[config.mk]
export PLATFORM = sky130hd
export DESIGN_NAME = rom_cksum_seq
export DESIGN_NICKNAME = d
export VERILOG_FILES = /design/src/rtl/ckseq_pkg.sv /design/src/rtl/ckseq_ctrl.sv /design/src/rtl/ckseq_walker.sv /design/src/rtl/ckseq_fold.sv /design/src/rtl/ckseq_timer.sv /design/src/rtl/rom_cksum_seq.sv
export SDC_FILE = /design/constraint.sdc
export NUM_CORES = 1
export LEC_CHECK = 0
export BUFFER_PORTS_ARGS = -buffer_cell sky130_fd_sc_hd__buf_2
export CORE_MARGIN = 2
export CORE_UTILIZATION = 54
export DETAILED_ROUTE_END_ITERATION = 8
export PLACE_DENSITY = 0.8
export SLEW_MARGIN = 10
export SYNTH_ARGS = -nofsm -noshare
export SYNTH_HDL_FRONTEND = slang
export SYNTH_SLANG_ARGS = --single-unit
export TNS_END_PERCENT = 100
[constraint.sdc]
create_clock -name clk -period 2.6 [get_ports clk]
set_input_delay 0.13 -clock clk [delete_from_list [all_inputs] [get_ports clk]]
set_output_delay 0.13 -clock clk [all_outputs]
set_load 0.005 [all_outputs]
[src/rtl/ckseq_pkg.sv]
package ckseq_pkg;

  typedef enum logic [1:0] {
    ST_IDLE  = 2'd0,
    ST_ISSUE = 2'd1,
    ST_WAIT  = 2'd2,
    ST_FOLD  = 2'd3
  } walk_state_e;

endpackage

[src/rtl/ckseq_ctrl.sv]
module ckseq_ctrl
  import ckseq_pkg::*;
(
  input  logic        clk,
  input  logic        rst_n,
  input  logic        start,
  input  logic        at_zero,
  output walk_state_e state,
  output logic        accept,
  output logic        finish,
  output logic        done
);

  walk_state_e state_nx;

  assign accept = (state == ST_IDLE) && start;
  assign finish = (state == ST_FOLD) && at_zero;

  always_comb begin
    state_nx = state;
    unique case (state)
      ST_IDLE:  if (start) state_nx = ST_ISSUE;
      ST_ISSUE: state_nx = ST_WAIT;
      ST_WAIT:  state_nx = ST_FOLD;
      ST_FOLD:  state_nx = at_zero ? ST_IDLE : ST_ISSUE;
      default:  state_nx = ST_IDLE;
    endcase
  end

  always_ff @(posedge clk or negedge rst_n) begin
    if (!rst_n) begin
      state <= ST_IDLE;
      done  <= 1'b0;
    end else begin
      state <= state_nx;
      if (accept)      done <= 1'b0;
      else if (finish) done <= 1'b1;
    end
  end

  // once running, only the final fold may return to idle
  p_start_ignored_r8: assert property (@(posedge clk) disable iff (!rst_n)
    (state != ST_IDLE && !finish) |=> (state != ST_IDLE));

  // done is never shown while a walk is in progress
  p_busy_done_excl_r6: assert property (@(posedge clk) disable iff (!rst_n)
    (state != ST_IDLE) |-> !done);

endmodule

[src/rtl/ckseq_walker.sv]
module ckseq_walker #(
  parameter int ADDR_W = 16
) (
  input  logic              clk,
  input  logic              rst_n,
  input  logic              load,
  input  logic [ADDR_W-1:0] load_addr,
  input  logic              step,
  output logic [ADDR_W-1:0] addr,
  output logic              at_zero
);

  assign at_zero = (addr == '0);

  always_ff @(posedge clk or negedge rst_n) begin
    if (!rst_n)                addr <= '0;
    else if (load)             addr <= load_addr;
    else if (step && !at_zero) addr <= addr - 1'b1;
  end

  // every fold that does not end the walk moves the address down by one
  p_addr_desc_r2: assert property (@(posedge clk) disable iff (!rst_n)
    (step && !at_zero && !load) |=> (addr == $past(addr) - 1'b1));

endmodule

[src/rtl/ckseq_fold.sv]
module ckseq_fold #(
  parameter int WORD_W    = 14,
  parameter int HALF_W    = 8,
  parameter bit FILL_ONES = 1'b0
) (
  input  logic                clk,
  input  logic                rst_n,
  input  logic                clear,
  input  logic                capture,
  input  logic [WORD_W-1:0]   rom_data,
  input  logic                step,
  output logic [2*HALF_W-1:0] signature
);

  localparam int HI_W   = WORD_W - HALF_W;
  localparam int FILL_W = HALF_W - HI_W;

  logic [WORD_W-1:0]   word_q;
  logic [HALF_W-1:0]   lo_q, hi_q;
  logic [HALF_W-1:0]   w_lo, w_hi;
  logic [HALF_W-1:0]   lo_mix, hi_mix;
  logic [2*HALF_W-1:0] rot;

  assign w_lo = word_q[HALF_W-1:0];

  generate
    if (FILL_W > 0) begin : g_fill
      assign w_hi = {{FILL_W{FILL_ONES}}, word_q[WORD_W-1:HALF_W]};
    end else begin : g_nofill
      assign w_hi = word_q[2*HALF_W-1:HALF_W];
    end
  endgenerate

  assign lo_mix = lo_q ^ w_lo;
  assign hi_mix = hi_q + w_hi;
  assign rot    = {hi_mix[HALF_W-2:0], lo_mix, hi_mix[HALF_W-1]};

  always_ff @(posedge clk or negedge rst_n) begin
    if (!rst_n) begin
      word_q <= '0;
      lo_q   <= '0;
      hi_q   <= '0;
    end else begin
      if (capture) word_q <= rom_data;
      if (clear) begin
        lo_q <= '0;
        hi_q <= '0;
      end else if (step) begin
        hi_q <= rot[2*HALF_W-1:HALF_W];
        lo_q <= rot[HALF_W-1:0];
      end
    end
  end

  assign signature = {hi_q, lo_q};

  // an accepted start leaves the signature at zero
  p_clear_r1: assert property (@(posedge clk) disable iff (!rst_n)
    clear |=> (signature == '0));

  // the signature only moves on a fold
  p_sig_hold_r6: assert property (@(posedge clk) disable iff (!rst_n)
    (!clear && !step) |=> $stable(signature));

endmodule

[src/rtl/ckseq_timer.sv]
module ckseq_timer #(
  parameter int CNT_W = 16
) (
  input  logic             clk,
  input  logic             rst_n,
  input  logic             clear,
  input  logic             run,
  output logic [CNT_W-1:0] cycles
);

  localparam logic [CNT_W-1:0] CNT_MAX = '1;

  always_ff @(posedge clk or negedge rst_n) begin
    if (!rst_n)                        cycles <= '0;
    else if (clear)                    cycles <= '0;
    else if (run && cycles != CNT_MAX) cycles <= cycles + 1'b1;
  end

  // a saturated count never wraps to zero
  p_no_wrap_r7: assert property (@(posedge clk) disable iff (!rst_n)
    (!clear && cycles == CNT_MAX) |=> (cycles == CNT_MAX));

endmodule

[src/rtl/rom_cksum_seq.sv]
module rom_cksum_seq
  import ckseq_pkg::*;
#(
  parameter int ADDR_W    = 16,
  parameter int WORD_W    = 14,
  parameter int HALF_W    = 8,
  parameter int CNT_W     = 16,
  parameter bit FILL_ONES = 1'b0
) (
  input  logic                clk,
  input  logic                rst_n,
  input  logic                start,
  input  logic [ADDR_W-1:0]   start_addr,
  output logic                rom_en,
  output logic [ADDR_W-1:0]   rom_addr,
  input  logic [WORD_W-1:0]   rom_data,
  output logic                busy,
  output logic                done,
  output logic [2*HALF_W-1:0] signature,
  output logic [CNT_W-1:0]    cycles
);

  walk_state_e state;
  logic        accept, finish, at_zero;
  logic [ADDR_W-1:0] addr;

  ckseq_ctrl u_ctrl (
    .clk     (clk),
    .rst_n   (rst_n),
    .start   (start),
    .at_zero (at_zero),
    .state   (state),
    .accept  (accept),
    .finish  (finish),
    .done    (done)
  );

  ckseq_walker #(.ADDR_W(ADDR_W)) u_walker (
    .clk       (clk),
    .rst_n     (rst_n),
    .load      (accept),
    .load_addr (start_addr),
    .step      (state == ST_FOLD),
    .addr      (addr),
    .at_zero   (at_zero)
  );

  ckseq_fold #(
    .WORD_W    (WORD_W),
    .HALF_W    (HALF_W),
    .FILL_ONES (FILL_ONES)
  ) u_fold (
    .clk       (clk),
    .rst_n     (rst_n),
    .clear     (accept),
    .capture   (state == ST_WAIT),
    .rom_data  (rom_data),
    .step      (state == ST_FOLD),
    .signature (signature)
  );

  ckseq_timer #(.CNT_W(CNT_W)) u_timer (
    .clk    (clk),
    .rst_n  (rst_n),
    .clear  (accept),
    .run    (busy),
    .cycles (cycles)
  );

  assign busy     = (state != ST_IDLE);
  assign rom_en   = (state == ST_ISSUE);
  assign rom_addr = addr;

  // a read strobe never lasts two cycles
  p_one_read_r2: assert property (@(posedge clk) disable iff (!rst_n)
    rom_en |=> !rom_en);

  // while done stays high the result and count stay put
  p_done_hold_r6: assert property (@(posedge clk) disable iff (!rst_n)
    (done && !start) |=> ($stable(signature) && $stable(cycles)));

endmodule

Yosys cells after proc, flatten, opt, wreduce, memory -nomap -nowiden
Cells that the tools add are included.

storage, ports and cells
  register bits = 65
  input port bits = 33
  output and inout bits = 51
  word-level logic and storage cells = 41

operators by class
  add/sub/neg operators = 3
  eq/ne operators = 5
  multiplexer cells = 13
  bitwise logic cells = 1
  reduce and logical (&&, ||, !) cells = 12

operators with widths
  kind                   number
  $mux 16                4
  $mux 8                 4
  $add 16x1->16 const B  1
  $logic_not 16->1       1
  $ne 16x16->1 const B   1
  $sub 16x1->16 const B  1
  $reduce_bool 2->1      5
  $add 8x6->8            1
  $pmux 2 s4             1
  $xor 8x8->8            1
  $eq 2x2->1 const B     2
  $logic_and 1x1->1      4
  $mux 1                 3
  $eq 2x1->1 const B     1
  $logic_not 2->1        1
  $mux 2                 1
  $ne 2x2->1 const B     1
  $logic_not 1->1        1

Longest topological paths before layout
  depth in word-level cells = 5
  depth in mapped cells = 8
  gate-level depth less buffers = 8

By module
From an unflattened synthesis, not the netlist that was laid out.

unflattened totals
  cell total of the unflattened synthesis = 379
  area, all modules = 3743.6 sq um

modules (own cells, without submodules)
  module         times used  cells an instance  area an instance (sq um)  sequential area each (sq um)
  ckseq_fold     1           135                1532.7                    750.7
  ckseq_walker   1           124                1046.0                    400.4
  ckseq_timer    1           98                 942.2                     400.4
  ckseq_ctrl     1           18                 193.9                     75.1
  rom_cksum_seq  1           4                  28.8                      0.0

Worst setup path before layout
OpenSTA, ideal clock, no wires.

  path kind = register to register
  start = register u_ctrl.state[1]
  end = register u_walker.addr[11]
  library setup time = 119 ps
  data arrival time = 1917 ps
  data required time = 2481 ps
  slack = 565 ps
  stages on the path, launching flop included = 7
  buffers on the path = 0
  clock period less this slack = 2035 ps
  cells stage by stage = dfrtp_1 -> ha_1 -> or3b_1 -> or4_4 -> o41a_1 -> o21ai_1 -> nand2_1

between the ends
  cells in the longest elaborated chain, start to end = 3
  elaborated cells between the ends (all ways) = 6
  classes of those cells = 1 x eq/ne; 1 x mux; 4 x reduce/logical

RTL lines
  item                                                    RTL line                               RTL
  start, declared                                         ckseq_ctrl.sv:8                        output walk_state_e state,
  start signal, assigned                                  ckseq_ctrl.sv:35                       state <= state_nx;
  $eq 2x2->1 or $logic_not 2->1 (tied branches)           rom_cksum_seq.sv:43, ckseq_ctrl.sv:16
  $logic_and 1x1->1, on equally long branches             ckseq_walker.sv:18, ckseq_ctrl.sv:16
  $reduce_bool 2->1 (no line) or $mux 16 (tied branches)  -
  end signal, assigned                                    ckseq_walker.sv:17                     else if (load) addr <= load_addr;
  end signal, assigned                                    ckseq_walker.sv:18                     else if (step && !at_zero) addr <= addr - 1'b1;
  end, declared                                           ckseq_walker.sv:9                      output logic [ADDR_W-1:0] addr,

Parallel ways exist; a longest one is shown, timed or not.
A chain may end at the register's enable or synchronous reset.

Worst setup path in the final report
  start = register u_ctrl.state[1]
  end = register u_walker.addr[14]

The elaborated chain is that of the path after synthesis.

==> results.yml <==
global_route:
  overflow: 0
  grt_max_degree: 41
  grt_pass1_wl_um: 13100
  first_global_vias: 2789
  antenna_found_initial: 0
  track_usage_pct: 23.5
die:
  coreArea_um2: 6280
  start_util_pct: 55.2
  io_pins: 84
  die_h_um: 84.1
  rows: 29
  fp.dieArea_um2: 7080
  die_w_um: 84.1
pwr:
  clkPwrFrac_pct: 30.5
  p_sw_share_pct: 31.2
  cellPowerDensity_nw_per_um2: 654
  p_sw_uw: 898
  comb_power_share_pct: 24.7
  p_seq_share_pct: 44.8
  p_leak_uw: 0.00186
  intPower_uw: 1980
  vdd_ir_drop_max_mv: 0.505
layout:
  antenna_cells: 0
  finish.net_count: 504
  nFillCells: 485
  syn_to_final_growth_pct: 26.9
  fin_cells: 538
  drive_gt1_share_pct: 25.6
route:
  wl_um: 7850
  viasPerCell: 5.52
  drc: 0
  vias: 2971
  wl_per_cell_um: 14.6
  ant_nets: 0
  dr.first_iter.drc_count: 183
  dr.pass1.iters: 4
critical_path:
  r2r_end: "u_walker.addr[14]$_DFFE_PN0P_"
  cpMaxStageDelayCell: "or4_1"
  critPathRequiredTime_ns: 2.83
  max_stage_delay_ns: 0.42
  crit_buf_inv: 1
  ff2ff_setup_slack_ns: 0.52
  rr_startpoint: "u_ctrl.state[1]$_DFFE_PN0P_"
  cp-end-kind: "register"
  cp_data_arrival_time_ns: 2.31
  start_kind: "register"
  reg2regPathDepth: 7
  worstPathCellList: "ha_1, buf_4, nand2_1, or4_1, nor3_1, xnor2_1, o21ai_1"
  crit_type: "reg -> reg"
  cp_max_fo: 32
  critPathTopFamily: "simple AND/OR/NAND/NOR gates"
synth:
  netlist_area_um2: 3470
  mappedNetlistNets: 394
  synth_seq_area_share_pct: 46.9
  synth_cell_types: 51
  synth-async-reset-ratio_pct: 100
  yosys_warnings: 0
  ys.flop_type: "dfrtp_1"
  syn_avg_cell_area_um2: 10.0
  synth_area_leaders: "dfrtp_1, ha_1, xnor2_1"
  yosysTopAreaCell: "dfrtp_1"
  synth_top_area_share_pct: 46.9
  synth_edf_count: 0
  synth_common_cells: "dfrtp_1, nand2_1, nor2_1, o21ai_1, xnor2_1"
  yosysMostFrequentCell: "dfrtp_1"
  synthCells: 346
  synth_seq_cells: 65
min_path:
  hold_path.class: "in -> reg"
  hold_end: "u_fold.word_q[11]$_DFFE_PN0N_"
  min_from: "rom_data[11]"
  whs_path_depth: 2
run:
  cap_violations: 0
timing:
  post-route-period-util_pct: 80.0
  relSlewSlack_pct: 41.9
  worstMarginPinSlew_ns: 0.872
  finalSetupTns_ns: 0
  hold_viol_final: 0
  slew_violations: 0
  setup_violations: 0
  period_needed_ns: 2.08
  grt_setup_unrepaired: "no"
  skew_ns: 0.00635
  setup_ws_ns: 0.521
  fmax_ghz: 0.481
clock_tree:
  clk_pin_slew_ns: 0.07
  cts.sinks: 65
  tritoncts: "yes"
  htree_levels: 3
  root_buffer: "clkbuf_8"
  cts_buffers: 9
  post_cts_resized: 0
  clockBufferDepth: 2
  clk_latency_ns: 0.35
place:
  globalplace.congestion: 0.834
  io_buffers: 83
  dp_hpwl_um: 5550
  placedCellCount: 501
  pre_cts_ws_ns: 0.534
run_status:
  status: "completed"
## metrics by stage
stage | util, % | hold slack, ns | area (um^2) | power (uW)
2_1_floorplan | - | -0.166 | 3470 | 1720
3_3_place_gp | 63.5 | 0.304 | 3990 | 1960
3_5_place_dp | 63.5 | 0.307 | 3990 | 1990
4_1_cts | 70.1 | 0.00123 | 4400 | 2900
5_1_grt | 70.1 | 0.0105 | 4400 | 3060
6_report | 70.1 | 0.0111 | 4400 | 2880
## cell families (layout without fill, tap and decap cells)
kind of cell	Yosys count	in the layout	share of synthesized area (%)
fa+ha+maj	15	15	5.63
xor+xnor	28	28	7.08
compound gates	62	62	11.4
mux	23	23	7.18
simple gates	128	128	19.1
buf+inv	25	140	2.74
flops	65	65	46.9
## cell type report
type                    instances  area, um^2  area share, %
multi-input cells             256        1740           39.6
inverters                      12        45.0           1.02
clock inverters                 7        77.6           1.76
clock buffers                   9         124           2.82
flip-flops and latches         65        1630           37.0
repair buffers                112         686           15.6
well taps                      77        96.3           2.19
## power groups by stage
stage                     Clock (uW)  Combinational [uW]  Sequential, uW
after detailed placement           0                 695            1300
after floorplan                    0                 424            1290
final                            878                 711            1290
after CTS                        894                 719            1290
after global routing             941                 810            1300
after global placement             0                 660            1300
## sequential cells by signal, indices dropped and copies added, names as in the netlist
register	flops
u_fold.word_q	14
u_walker.addr	16
u_ctrl.state	2
u_timer.cycles	16
u_fold.hi_q	8
u_fold.lo_q	8
u_ctrl.done	1
## how the worst max path moves through the flow
stage          slack [ns]                   startpoint                       endpoint  cells past startpoint
2_1_floorplan        0.56  u_ctrl.state[1]$_DFFE_PN0P_  u_walker.addr[11]$_DFFE_PN0P_                      6
3_3_place_gp         0.59  u_ctrl.state[1]$_DFFE_PN0P_  u_walker.addr[11]$_DFFE_PN0P_                      6
3_5_place_dp         0.53  u_ctrl.state[1]$_DFFE_PN0P_  u_walker.addr[14]$_DFFE_PN0P_                      7
4_1_cts              0.52  u_ctrl.state[1]$_DFFE_PN0P_  u_walker.addr[14]$_DFFE_PN0P_                      7
5_1_grt              0.33  u_ctrl.state[1]$_DFFE_PN0P_  u_walker.addr[10]$_DFFE_PN0P_                      7
6_report             0.52  u_ctrl.state[1]$_DFFE_PN0P_  u_walker.addr[14]$_DFFE_PN0P_                      7
## timing repair
item | 4_1_cts | 5_1_grt
hold endpoints to repair | 58 | 0
setup buffers | 0 | 0
hold buffers | 21 | 0
## layer usage
| layer | vias to the layer above | part of all wire [%] | track usage [%] |
|---|---|---|---|
| met3 | 12 | 5.9 | 4.75 |
| met4 | 0 | 1.6 | 9.97 |
| met1 | 1403 | 45 | 32.0 |
| li1 | 1463 | - | - |
| met2 | 93 | 47 | 36.8 |
| met5 | - | 0 | 0 |
## cell usage in the layout, fill, tap and decap left out, types with 9 or more instances in the layout
cell type,synthesis,routed
dlygate4sd3_1,0,21
nor3_1,14,14
dfrtp_1,65,65
nor2_1,33,33
inv_1,11,11
buf_2,1,83
mux2_1,9,9
nand3_1,11,11
ha_1,14,14
clkbuf_8,0,9
a211oi_1,11,11
nand2_1,34,34
xnor2_1,20,20
o21ai_1,21,21
(Power assumes the default switching activity.)
